## src/rtl/cla_pkg.sv

```systemverilog
package cla_pkg;
    localparam int CLA_W = 4;

    typedef struct packed {
        logic [CLA_W-1:0] sum;
        logic             cout;
        logic             gg;
        logic             gp;
    } cla_res_t;
endpackage

```

## src/rtl/cla_pg_cell.sv

```systemverilog
module cla_pg_cell (
    input  logic a,
    input  logic b,
    output logic p,
    output logic g
);
    always_comb begin
        p = a ^ b;
        g = a & b;
    end
endmodule

```

## src/rtl/cla_carry_net.sv

```systemverilog
module cla_carry_net #(
    parameter int W = cla_pkg::CLA_W
) (
    input  logic [W-1:0] p,
    input  logic [W-1:0] g,
    input  logic         cin,
    output logic [W:0]   c,
    output logic         gg,
    output logic         gp
);
    assign c[0] = cin;

    // Carry into bit i+1: a flat OR of product terms.
    // For each j <= i the term is g[j] AND all propagates above j up to i.
    // The last term is cin AND all propagates from i down to 0.
    for (genvar i = 0; i < W; i++) begin : g_carry
        logic [i+1:0] term;
        for (genvar j = 0; j <= i; j++) begin : g_term
            if (j == i) begin : g_top
                assign term[j] = g[j];
            end else begin : g_mid
                assign term[j] = g[j] & (&p[i:j+1]);
            end
        end
        assign term[i+1] = cin & (&p[i:0]);
        assign c[i+1]    = |term;
    end

    // Group terms leave out the incoming carry.
    assign gg = |g_carry[W-1].term[W-1:0];
    assign gp = &p;
endmodule

```

## src/rtl/cla_sum_stage.sv

```systemverilog
module cla_sum_stage #(
    parameter int W = cla_pkg::CLA_W
) (
    input  logic [W-1:0]     p,
    input  logic [W:0]       c,
    input  logic             gg,
    input  logic             gp,
    output cla_pkg::cla_res_t res
);
    cla_pkg::cla_res_t res_d;

    always_comb begin
        res_d      = '0;
        res_d.sum  = p ^ c[W-1:0];
        res_d.cout = c[W];
        res_d.gg   = gg;
        res_d.gp   = gp;
    end

    assign res = res_d;
endmodule

```

## src/rtl/cla_adder4.sv

```systemverilog
module cla_adder4 (
    input  logic [3:0] a_i,
    input  logic [3:0] b_i,
    input  logic       carry_i,
    output logic [3:0] sum_o,
    output logic       carry_o,
    output logic       grp_gen_o,
    output logic       grp_prop_o
);
    localparam int W = cla_pkg::CLA_W;

    logic [W-1:0]      p_w;
    logic [W-1:0]      g_w;
    logic [W:0]        c_w;
    logic              gg_w;
    logic              gp_w;
    cla_pkg::cla_res_t res_w;

    for (genvar k = 0; k < W; k++) begin : g_bit
        cla_pg_cell u_pg (
            .a (a_i[k]),
            .b (b_i[k]),
            .p (p_w[k]),
            .g (g_w[k])
        );
    end

    cla_carry_net #(.W(W)) u_carry (
        .p   (p_w),
        .g   (g_w),
        .cin (carry_i),
        .c   (c_w),
        .gg  (gg_w),
        .gp  (gp_w)
    );

    cla_sum_stage #(.W(W)) u_sum (
        .p   (p_w),
        .c   (c_w),
        .gg  (gg_w),
        .gp  (gp_w),
        .res (res_w)
    );

    assign sum_o      = res_w.sum;
    assign carry_o    = res_w.cout;
    assign grp_gen_o  = res_w.gg;
    assign grp_prop_o = res_w.gp;

    // Checks against the outputs of separate submodules.
    always_comb begin
        AST_SUM_MATCH: assert ({res_w.cout, res_w.sum} == ({1'b0, a_i} + {1'b0, b_i} + {4'd0, carry_i}));
        AST_CASCADE_EQ: assert (res_w.cout == (res_w.gg | (res_w.gp & carry_i)));
        AST_PROP_PASS: assert (!res_w.gp || (res_w.cout == carry_i));
        AST_GEN_NOT_PROP: assert (!(res_w.gg && res_w.gp));
    end
endmodule

```

## config.mk

```make
export PLATFORM = sky130hd
export DESIGN_NAME = cla_adder4
export DESIGN_NICKNAME = d
export VERILOG_FILES = /design/src/rtl/cla_pkg.sv /design/src/rtl/cla_pg_cell.sv /design/src/rtl/cla_carry_net.sv /design/src/rtl/cla_sum_stage.sv /design/src/rtl/cla_adder4.sv
export SDC_FILE = /design/constraint.sdc
export NUM_CORES = 1
export LEC_CHECK = 0
export BUFFER_PORTS_ARGS = -buffer_cell sky130_fd_sc_hd__buf_2
export CAP_MARGIN = 30
export CORE_AREA = 8 8 45 47
export DETAILED_ROUTE_END_ITERATION = 6
export DIE_AREA = 0 0 53 55
export GPL_ROUTABILITY_DRIVEN = 0
export PLACE_DENSITY = 0.46
export SYNTH_ARGS = -nofsm -noshare
export SYNTH_HDL_FRONTEND = slang
export SYNTH_SLANG_ARGS = --single-unit
```

## constraint.sdc

```tcl
create_clock -name vclk -period 1.7
set_input_delay 0.17 -clock vclk [all_inputs]
set_output_delay 0.17 -clock vclk [all_outputs]
set_load 0.02 [all_outputs]
```

* Word level (Yosys, flattened, before mapping)
Index checks and enable logic that the tools add are counted.
Storage, ports and cells: register bits after elaboration 0, input bits 9, logic and storage cells 30
Operators by class: bitwise operators 19, reduce and logical (&&, ||, !) cells 11
Operators with widths (number):
- $and 1x1->1 | 14
- $reduce_or 4->1 | 2
- $reduce_and 2->1 | 3
- $reduce_and 3->1 | 2
- $reduce_or 5->1 | 1
- $reduce_and 4->1 | 1
- $xor 1x1->1 | 4
- $xor 4x4->4 | 1
- $reduce_or 3->1 | 1
- $reduce_or 2->1 | 1

* Longest topological paths before layout
Gate-level depths: netlist of run 1.
depth in word-level cells 5, depth in mapped cells 4

* By module
From an unflattened synthesis of run 1, not the netlist that was laid out.
Second synthesis, totals: cell total of the unflattened synthesis 26, area, all modules 190.2 µm²
By module, submodules not included:
- cla_carry_net | times used 1, cells an instance 15, area each 82.6 µm², seq. area each 0.0 µm²
- cla_sum_stage | times used 1, cells an instance 7, area each 57.6 µm², seq. area each 0.0 µm²
- cla_pg_cell | times used 4, cells an instance 1, area each 12.5 µm², seq. area each 0.0 µm²

* Worst setup path before layout of run 1
No wires, ideal clock.
kind in2out, from input a_i[1], to output sum_o[3], arrival time 1.159 ns, data required time 1.530 ns, setup slack 0.371 ns, cell stages on the path 4, path buffers 0, cell sequence ha_1 > a41oi_2 > o21ai_2 > xor2_1
Between the ends: longest elaborated chain between the ends 5, elaborated cells on any way between the ends 9
Ends and longest elaborated chain:
- start: declaration | line cla_adder4.sv:2 | input logic [3:0] a_i,
- $xor 1x1->1 | line cla_pg_cell.sv:8 | p = a ^ b;
- $reduce_and 3->1 / $reduce_and 2->1 (equally long branches) | line cla_carry_net.sv:25, cla_carry_net.sv:22
- $and 1x1->1 (on tied branches) | line cla_carry_net.sv:25, cla_carry_net.sv:22
- $reduce_or 4->1 (*) | line cla_carry_net.sv:26 | assign c[i+1] = |term;
- $xor 4x4->4 (*) | line cla_sum_stage.sv:14 | res_d.sum = p ^ c[W-1:0];
- end: declaration | line cla_adder4.sv:5 | output logic [3:0] sum_o,
Every way passes the cells marked *; elsewhere a longest branch is shown, timed or not.

* Worst setup path after layout of run 1
from input a_i[1], to output carry_o
Between the ends: longest elaborated chain between the ends 4, elaborated cells on any way between the ends 8
Ends and longest elaborated chain:
- $xor 1x1->1 | line cla_pg_cell.sv:8
- $reduce_and 4->1 / $reduce_and 3->1 (equally long branches) | line cla_carry_net.sv:25, cla_carry_net.sv:22
- $and 1x1->1 (on tied branches) | line cla_carry_net.sv:25, cla_carry_net.sv:22
- $reduce_or 5->1 (*) | line cla_carry_net.sv:26
- end: declaration | line cla_adder4.sv:6 | output logic carry_o,
Marked as above.

==> key figures, run 1 <==
Run status
  • Status: completed

Critical path
  • Slowest-stage cell, CP: ha_1
  • Crit end category: output port
  • Most used cell, CP: buf_2
  • Buf+Inv Stages, Crit Path: 2
  • Crit path cell chain: buf_2 -> ha_1 -> a41oi_2 -> o21ai_2 -> a21o_1 -> buf_2
  • Setup CP Type: in -> out
  • WP data arrival: about 1.3 ns
  • Type of origin of the critical path: primary input
  • CP required: 1.53 ns
  • Crit path max-delay family: compound AO/OA/AOI/OAI gates
  • Max stage delay on crit path: roughly 0.37 ns
  • Worst-path maximum fanout: 5

Detailed routing
  • Final wirelength: 578 um
  • Wire per inst: 10.7 um
  • Via Count: 212
  • DRC: 0
  • Drt pass-1 iters: 4
  • Antenna viol nets, final: 0
  • Starting DRT DRC Count: 3
  • Via density per instance: between 3 and 4

Timing
  • Achievable frequency: 0.694 GHz
  • Unrepaired setup endpoints after global routing: false
  • Final setup margin: 0.260 ns
  • Pins Over Slew Limit: 0
  • Setup TNS: 0 ns
  • Slew headroom: just under 90%
  • Final hold vios: 0
  • Final setup vio count: 0
  • Tmin final: 1.44 ns
  • Final Cycle Share: 84.7%
  • Worst-Margin Slew: 0.195 ns

Floorplan
  • # rows: 14
  • Width of the chip: 53 um
  • Initial core utilization: ~14%
  • Die extent in y: 55 um
  • Boundary Pins: 16
  • Core area: 0.00138 mm^2
  • Full die area: roughly 0.0029 mm^2

Clocking
  • Cts hold-fix bufs: 0
  • Post-CTS Setup Inserts: 0
  • Resized Gates After CTS: 0

Yosys
  • Synth Area in Simple Gates: a little over 5%
  • Largest family of logic cells by synthesized area: adder cells
  • Mapped cell area: roughly 190 um^2
  • Mean Syn Cell Area: approximately 8.8 um^2
  • Synth Area in XOR/XNOR: 13.5%
  • Synth Net Count: 36
  • Seq/Total Area, Yosys: 0%
  • Yosys Warn Count: 0
  • Multiplexer area fraction after synthesis: 0%
  • Compound-cell area share of the yosys netlist: 35.5%
  • Adder-Cell Fraction of Synth Area: between 30% and 40%
  • Distinct cells, synth: 12
  • Cell count after synthesis: 22

Placed design
  • Placement Setup Slack: 0.259 ns
  • Port buffer count: 16
  • Placed cell count: 54
  • Hpwl dp: around 530 um
  • Placed inst area: 294 um^2

Flow run
  • Max cap viols: 0

Power and ir drop
  • Power Dens Cells: 452 mW/mm^2
  • VDD IR-drop max: 0.116 mV
  • Leak: ~0.00018 uW

Final layout
  • Area occupied by multi-input gates: 175 um^2
  • Sequential Area: 0 um^2
  • FILL cells: about 160
  • Area grow syn2layout: 51.6%
  • Non-filler instance count after layout: 54
  • Share of layout cells above drive strength 1: 52.6%
  • Most frequent cells in the layout: buf_2, inv_1, ha_1, a21o_1, xnor2_1
  • Nets@finish: 54
  • Seq cells: 0
  • Fin util: roughly a fifth
  • Clock Buffer Count: 0
  • Finished Cell Area: 294 um^2
  • # diodes: 0
  • Most common cell after layout, fill and taps aside: buf_2

GRT
  • Initial antenna violation count: 0
  • Overflow after GRT: 0
  • All-Layer GR Usage: roughly 3.8%
  • Pin count of the biggest net entering global routing: 6
  • Vias in the first global route: 211
  • First-pass GRT wire length: 910 um

Min path
  • Worst hold path type: in -> out
==> cell usage after synthesis, drive strengths merged <==
cell	count	area (um^2)
a21o	3	22.5
a21oi	2	13.8
a41oi	1	16.3
and4	1	10.0
fa	1	20.0
ha	4	50.1
inv	5	18.8
o21ai	1	8.76
o21bai	1	7.51
xnor2	2	17.5
xor2	1	8.76
==> path summary, 6_finish.rpt <==
check	start	endpoint	slack [ns]	cells after the start
worst max-delay path	a_i[1]	carry_o	0.26	6
worst min-delay path	b_i[3]	grp_gen_o	0.80	4
==> per-layer routing <==
layer / part of all wire (%) / track usage, %
met1: 45 / 4.68
met2: 41 / 6.84
met3: 14 / 0.802
met4: 0 / 0
met5: 0 / 0
==> power breakdown <==
part / switching (uW) / total (uW) / internal [uW]
registers: 0 / 0 / 0
logic: 78.1 / 133 / 54.8
clock network: 0 / 0 / 0
total: 78.1 / 133 / 54.8
==> through the flow <==
stage	hold slack, ns	power, uW
final	0.799	133
after global placement	0.802	135
after floorplan	0.615	91.2
after CTS	0.805	136
after detailed placement	0.802	136
after global routing	0.834	148
==> cell type report <==
class / instances / share of cell area, %
multi-input cells: 17 / 59.6
repair buffers: 16 / 27.2
inverters: 5 / 6.38
well taps: 16 / 6.81
==> cell families (layout without fill, tap and decap cells) <==
| group | count (synthesis) | in the layout |
|---|---|---|
| buf+inv | 5 | 21 |
| fa+ha+maj | 5 | 5 |
| simple gates | 1 | 1 |
| compound gates | 8 | 8 |
| xor+xnor | 3 | 3 |
Power figures use the tool's default switching activity.
==> inputs of run 2 (changes only) <==
--- a/config.mk
+++ b/config.mk
@@ -5,13 +5,14 @@
 export SDC_FILE = /design/constraint.sdc
 export NUM_CORES = 1
 export LEC_CHECK = 0
+export ABC_AREA = 1
 export BUFFER_PORTS_ARGS = -buffer_cell sky130_fd_sc_hd__buf_2
 export CAP_MARGIN = 30
 export CORE_AREA = 8 8 45 47
 export DETAILED_ROUTE_END_ITERATION = 6
 export DIE_AREA = 0 0 53 55
 export GPL_ROUTABILITY_DRIVEN = 0
-export PLACE_DENSITY = 0.46
+export PLACE_DENSITY = 0.5
 export SYNTH_ARGS = -nofsm -noshare
 export SYNTH_HDL_FRONTEND = slang
 export SYNTH_SLANG_ARGS = --single-unit
==> constraint.sdc (replaced) <==
create_clock -name vclk -period 1.3
set_input_delay 0.13 -clock vclk [all_inputs]
set_output_delay 0.13 -clock vclk [all_outputs]
set_load 0.02 [all_outputs]
==> run 2 against run 1 <==
Via count grew 35%. Utilization grew 4.2 points. Global-route usage grew 0.49 points. Cell area grew 20%. Clock-buffer cell count is the same. Sequential share of layout area is the same. Critical path type unchanged. Critical endpoint is now sum_o[3]. Largest power group unchanged.
==> key figures, run 2 <==
Run status
  • Status: completed (unchanged)

GRT
  • Overflow after GRT: 0 (unchanged)
  • All-Layer GR Usage: 4.26% (was 3.76%)
  • First-pass GRT wire length: 1010 um (was 910 um)
  • Pin count of the biggest net entering global routing: 6 (unchanged)
  • Vias in the first global route: 256 (was 211)
  • Initial antenna violation count: 0 (unchanged)

Yosys
  • Synth Area in XOR/XNOR: 4.00% (was 13.5%)
  • Area leader, netlist: ha_1 (unchanged)
  • Multiplexer area fraction after synthesis: 0% (unchanged)
  • Mean Syn Cell Area: 5.61 um^2 (was 8.82 um^2)
  • Synth cell count leaders: nand2_1, inv_1, ha_1, nand3_1, nor2_1 (was inv_1, ha_1, a21o_1)
  • Yosys Warn Count: 0 (unchanged)
  • Synth top area share: 22.9% (was 25.8%)
  • Synth Net Count: 53 (was 36)
  • Adder-Cell Fraction of Synth Area: 32.0% (was 36.1%)
  • Top cells by area, synth: ha_1, nand2_1, inv_1, fa_1, nand3_1 (was ha_1, a21o_1, fa_1, inv_1, xnor2_1)
  • Mapped cell area: 219 um^2 (was 194 um^2)
  • Cell count after synthesis: 39 (was 22)
  • Count leader, synth: nand2_1 (was inv_1)
  • Seq/Total Area, Yosys: 0% (unchanged)
  • Synth Area in Simple Gates: 48.0% (was 5.16%)
  • Compound-cell area share of the yosys netlist: 2.29% (was 35.5%)
  • Distinct cells, synth: 11 (was 12)
  • Largest family of logic cells by synthesized area: simple AND/OR/NAND/NOR gates (was adder cells)

Timing
  • Final hold vios: 0 (unchanged)
  • Slew headroom: 91.6% (was 87.0%)
  • Final setup vio count: 0 (unchanged)
  • Achievable frequency: 0.858 GHz
  • Worst-Margin Slew: 0.125 ns (was 0.195 ns)
  • Final setup margin: 0.134 ns (was 0.260 ns)
  • Tmin final: about 1.2 ns
  • Setup TNS: 0 ns (unchanged)
  • Pins Over Slew Limit: 0 (unchanged)
  • Unrepaired setup endpoints after global routing: false (unchanged)
  • Final Cycle Share: 89.7%

Final layout
  • Clock Buffer Count: 0 (unchanged)
  • Finished Cell Area: 352 um^2 (was 294 um^2)
  • Share of layout cells above drive strength 1: 37.5% (was 52.6%)
  • # diodes: 0 (unchanged)
  • Area occupied by multi-input gates: 214 um^2 (was 175 um^2)
  • Sequential Area: 0 um^2 (unchanged)
  • Area grow syn2layout: 60.6% (was 51.6%)
  • Nets@finish: 72 (was 54)
  • Seq cells: 0 (unchanged)
  • FILL cells: 162 (was 164)
  • Most common cell after layout, fill and taps aside: buf_2 (unchanged)
  • Fin util: 25.4% (was 21.2%)
  • Most frequent cells in the layout: buf_2, nand2_1, inv_1, nand3_1, nor2_1 (was buf_2, inv_1, ha_1, a21o_1, xnor2_1)

Detailed routing
  • DRC: 0 (unchanged)
  • Starting DRT DRC Count: 3 (unchanged)
  • Wire per inst: 9.06 um (was 10.7 um)
  • Via Count: 287 (was 212)
  • Final wirelength: 652 um (was 578 um)
  • Antenna viol nets, final: 0 (unchanged)
  • Drt pass-1 iters: 4 (unchanged)
  • Via density per instance: 3.99 (was 3.93)

Floorplan
  • Boundary Pins: 16 (unchanged)
  • Full die area: 0.00292 mm^2 (unchanged)
  • Die extent in y: 55 um (unchanged)
  • Core area: 0.00138 mm^2 (unchanged)
  • Width of the chip: 53 um (unchanged)
  • # rows: 14 (unchanged)
  • Initial core utilization: 15.8% (was 14.0%)

Critical path
  • Setup CP Type: in -> out (unchanged)
  • Slowest-stage cell, CP: ha_4 (was ha_1)
  • Crit end category: output port (unchanged)
  • CP required: 1.17 ns (was 1.53 ns)
  • Crit. Startpoint: a_i[1] (unchanged)
  • Buf+Inv Stages, Crit Path: 2 (unchanged)
  • WP data arrival: 1.04 ns (was 1.27 ns)
  • Most used cell, CP: nand2_1 (was buf_2)
  • Crit path max-delay family: simple AND/OR/NAND/NOR gates (was compound AO/OA/AOI/OAI gates)
  • Type of origin of the critical path: primary input (unchanged)
  • Max stage delay on crit path: 0.29 ns (was 0.37 ns)
  • Crit path cell chain: buf_2 -> ha_4 -> nand2_2 -> nand2_1 -> nand2_1 -> nand2_1 -> nand2_1 -> nand2_1 -> buf_2 (was buf_2 -> ha_1 -> a41oi_2 -> o21ai_2 -> a21o_1 -> buf_2)
  • Worst-path maximum fanout: 5 (unchanged)

Power and ir drop
  • Power Dens Cells: 537 mW/mm^2 (was 452 mW/mm^2)
  • VDD IR-drop max: 0.159 mV (was 0.116 mV)
  • Leak: 0.000210 uW (was 0.000175 uW)

Flow run
  • Max cap viols: 0 (unchanged)

Min path
  • Hold path start: carry_i (was b_i[3])
  • Worst hold path type: in -> out (unchanged)

Placed design
  • Placed inst area: 327 um^2 (was 294 um^2)
  • Placement Setup Slack: 0.0122 ns (was 0.259 ns)
  • Port buffer count: 16 (unchanged)
  • Hpwl dp: 588 um (was 531 um)

Clocking
  • Cts hold-fix bufs: 0 (unchanged)
[run 2: cell families after synthesis]
logic type | after synthesis
AOI/OAI and AO/OA | 1
buffers and inverters | 8
and+or+nand+nor | 24
adders and majority gates | 5
xor gates and xnor gates | 1
[run 2: stage by stage]
stage	instances	hold WS [ns]	total power [uW]
floorplan	39	0.480	117
global placement	72	0.648	178
detailed placement	72	0.649	180
CTS	72	0.653	181
global route	72	0.706	212
finish	72	0.647	189
[run 2: worst paths after layout]
check                   to  slack (ns)  cells after the start
hold / removal     carry_o        0.65                      4
setup / recovery  sum_o[3]        0.13                      9
[run 2: layer usage]
layer  vias to the layer above  track usage (%)  share of wire, %  wire [um]
met4                         0                0                 0          0
li1                        156                -                 -          -
met1                       123             5.45                45        292
met5                         -                0                 0          0
met2                         8             7.62                48        316
met3                         0            0.802               6.6         43
[run 2: report_power, final]
group	internal (uW)	switching, uW	total (uW)
clock	0	0	0
sequential	0	0	0
combinational	77.3	111	189
total	77.3	111	189
[run 2: area by class of cell]
cell class | count | area share [%]
multi-input combinational | 31 | 60.9
tap | 16 | 5.69
timing repair buffer | 17 | 24.9
inverter | 8 | 8.54
[run 2: what timing repair did]
item	CTS	global route
setup buffers	0	0
endpoints found under the setup margin	0	3
resized for setup	0	4
[run 2: worst min-delay path: stages]
cell     delay (ns)
buf_2          0.11
nand2_1        0.05
nand3_1        0.07
buf_2          0.15
==> inputs of run 3 (changes only) <==
--- a/config.mk
+++ b/config.mk
@@ -12,7 +12,7 @@
 export DETAILED_ROUTE_END_ITERATION = 6
 export DIE_AREA = 0 0 53 55
 export GPL_ROUTABILITY_DRIVEN = 0
-export PLACE_DENSITY = 0.5
+export PLACE_DENSITY = 0.48
 export SYNTH_ARGS = -nofsm -noshare
 export SYNTH_HDL_FRONTEND = slang
 export SYNTH_SLANG_ARGS = --single-unit
==> constraint.sdc (replaced) <==
create_clock -name vclk -period 1.23
set_input_delay 0.123 -clock vclk [all_inputs]
set_output_delay 0.123 -clock vclk [all_outputs]
set_load 0.02 [all_outputs]
==> run 3 against run 2 <==
Critical path depth fell by 3. Sequential share of layout area did not move. Routed wire length is 6.0% higher. Worst setup slack got worse by 0.064 ns. Cell area increased by 15%. Hold slack got worse by 0.026 ns. Global-route usage rose by 0.60 points. Via count rose by 7.3%. Critical path type unchanged. Critical endpoint is now sum_o[1]. Largest cell class unchanged. Highest routed layer unchanged.
==> key figures, run 3 (synthesis gave the netlist of run 2 again) <==
Run status
  • Status: completed (unchanged)

Timing
  • Tmin final: 1.16 ns
  • Achievable frequency: 0.862 GHz
  • Final setup vio count: 0 (unchanged)
  • Pins Over Slew Limit: 0 (unchanged)
  • Final hold vios: 0 (unchanged)
  • Final setup margin: 0.0698 ns (was 0.134 ns)
  • Final Cycle Share: 94.3%
  • Worst-Margin Slew: 0.126 ns (was 0.125 ns)
  • Unrepaired setup endpoints after global routing: false (unchanged)
  • Slew headroom: 91.6% (about the same)

Final layout
  • # diodes: 0 (unchanged)
  • Clock Buffer Count: 0 (unchanged)
  • Seq cells: 0 (unchanged)
  • Share of layout cells above drive strength 1: 48.3% (was 37.5%)
  • Area grow syn2layout: 84.6% (was 60.6%)
  • Most frequent cells in the layout: buf_2, nand2_1, inv_1, nand3_1 (was buf_2, nand2_1, inv_1, nand3_1, nor2_1)
  • Nets@finish: 74 (was 72)
  • FILL cells: 163 (was 162)
  • Sequential Area: 0 um^2 (unchanged)
  • Non-filler instance count after layout: 74 (was 72)
  • Most common cell after layout, fill and taps aside: buf_2 (unchanged)

GRT
  • Vias in the first global route: 285 (was 256)
  • All-Layer GR Usage: 4.86% (was 4.26%)
  • First-pass GRT wire length: 1170 um (was 1010 um)
  • Pin count of the biggest net entering global routing: 6 (unchanged)
  • Overflow after GRT: 0 (unchanged)
  • Initial antenna violation count: 0 (unchanged)

Floorplan
  • Width of the chip: 53 um (unchanged)
  • Full die area: 0.00292 mm^2 (unchanged)
  • Initial core utilization: 15.8% (unchanged)
  • Core area: 0.00138 mm^2 (unchanged)
  • Boundary Pins: 16 (unchanged)
  • # rows: 14 (unchanged)
  • Die extent in y: 55 um (unchanged)

Flow run
  • Max cap viols: 0 (unchanged)

Detailed routing
  • Final wirelength: 691 um (was 652 um)
  • Starting DRT DRC Count: 5 (was 3)
  • Wire per inst: 9.34 um (was 9.06 um)
  • DRC: 0 (unchanged)
  • Antenna viol nets, final: 0 (unchanged)
  • Via Count: 308 (was 287)
  • Drt pass-1 iters: 4 (unchanged)
  • Via density per instance: 4.16 (was 3.99)

Min path
  • Worst hold path type: in -> out (unchanged)

Power and ir drop
  • VDD IR-drop max: 0.193 mV (was 0.159 mV)
  • Power Dens Cells: 592 mW/mm^2 (was 537 mW/mm^2)
  • Leak: 0.000230 uW (was 0.000210 uW)
  • Power Total: 239 uW (was 189 uW)

Critical path
  • Crit end category: output port (unchanged)
  • Type of origin of the critical path: primary input (unchanged)
  • WP data arrival: 1.04 ns (about the same)
  • Setup CP Type: in -> out (unchanged)
  • Worst-path maximum fanout: 5 (unchanged)
  • CP required: 1.11 ns (was 1.17 ns)

Placed design
  • Placement Setup Slack: -0.0327 ns (was 0.0122 ns)
  • Port buffer count: 16 (unchanged)
  • Hpwl dp: 573 um (was 588 um)
  • Placed cell count: 73 (was 72)
run 3: changes by cell type in the layout (fill, tap and decap cells not counted):
cell	before	now
nand2_1	13	10
ha_4	2	3
inv_2	0	1
nand2_4	0	1
nand2_2	1	3
inv_1	8	7
ha_1	2	1
buf_2	16	14
buf_4	1	3
buf_6	0	2
run 3: per-layer routing:
metal | vias up | global-route usage, % | share of wire [%]
met5 | - | 0 | 0
met2 | 8 | 8.01 | 44
met1 | 139 | 6.66 | 48
met4 | 0 | 0 | 0
li1 | 161 | - | -
met3 | 0 | 1.07 | 7.7
run 3: through the flow:
stage               cell area (um^2)  TNS (ns)  utilization (%)  hold slack [ns]
floorplan                        219         0                -            0.466
global placement                 334   -0.0761             24.1            0.641
detailed placement               334   -0.0795             24.1            0.641
CTS                              359         0             25.9            0.642
global route                     404         0             29.2            0.688
finish                           404         0             29.2            0.620
run 3: worst max-delay path, cell delays in order:
cell and delay (ns):
buf_2 0.11, ha_4 0.26, buf_4 0.13, buf_4 0.12
xnor2_1 0.11, buf_2 0.18
run 3: area by class of cell:
class,instances,area [um^2],share of cell area [%]
multi-input combinational,31,239,59.1
tap,16,20.0,4.95
timing repair buffer,19,115,28.5
inverter,8,30.0,7.43
run 3: repair_timing:
item | CTS | global route
resized for setup | 2 | 11
endpoints found under the setup margin | 3 | 3
hold buffers | 0 | 0
hold endpoints to repair | 0 | 0
buffers inserted | 0 | 1
pin swaps | 0 | 4
run 3: power by group:
part / internal (uW) / switching (uW) / total (uW)
combinational: 109 / 130 / 239
sequential: 0 / 0 / 0
clock: 0 / 0 / 0
total: 109 / 130 / 239
run 3: worst paths after layout:
kind,cells after the start,end,start
setup / recovery,6,sum_o[1],b_i[1]
hold / removal,4,carry_o,carry_i
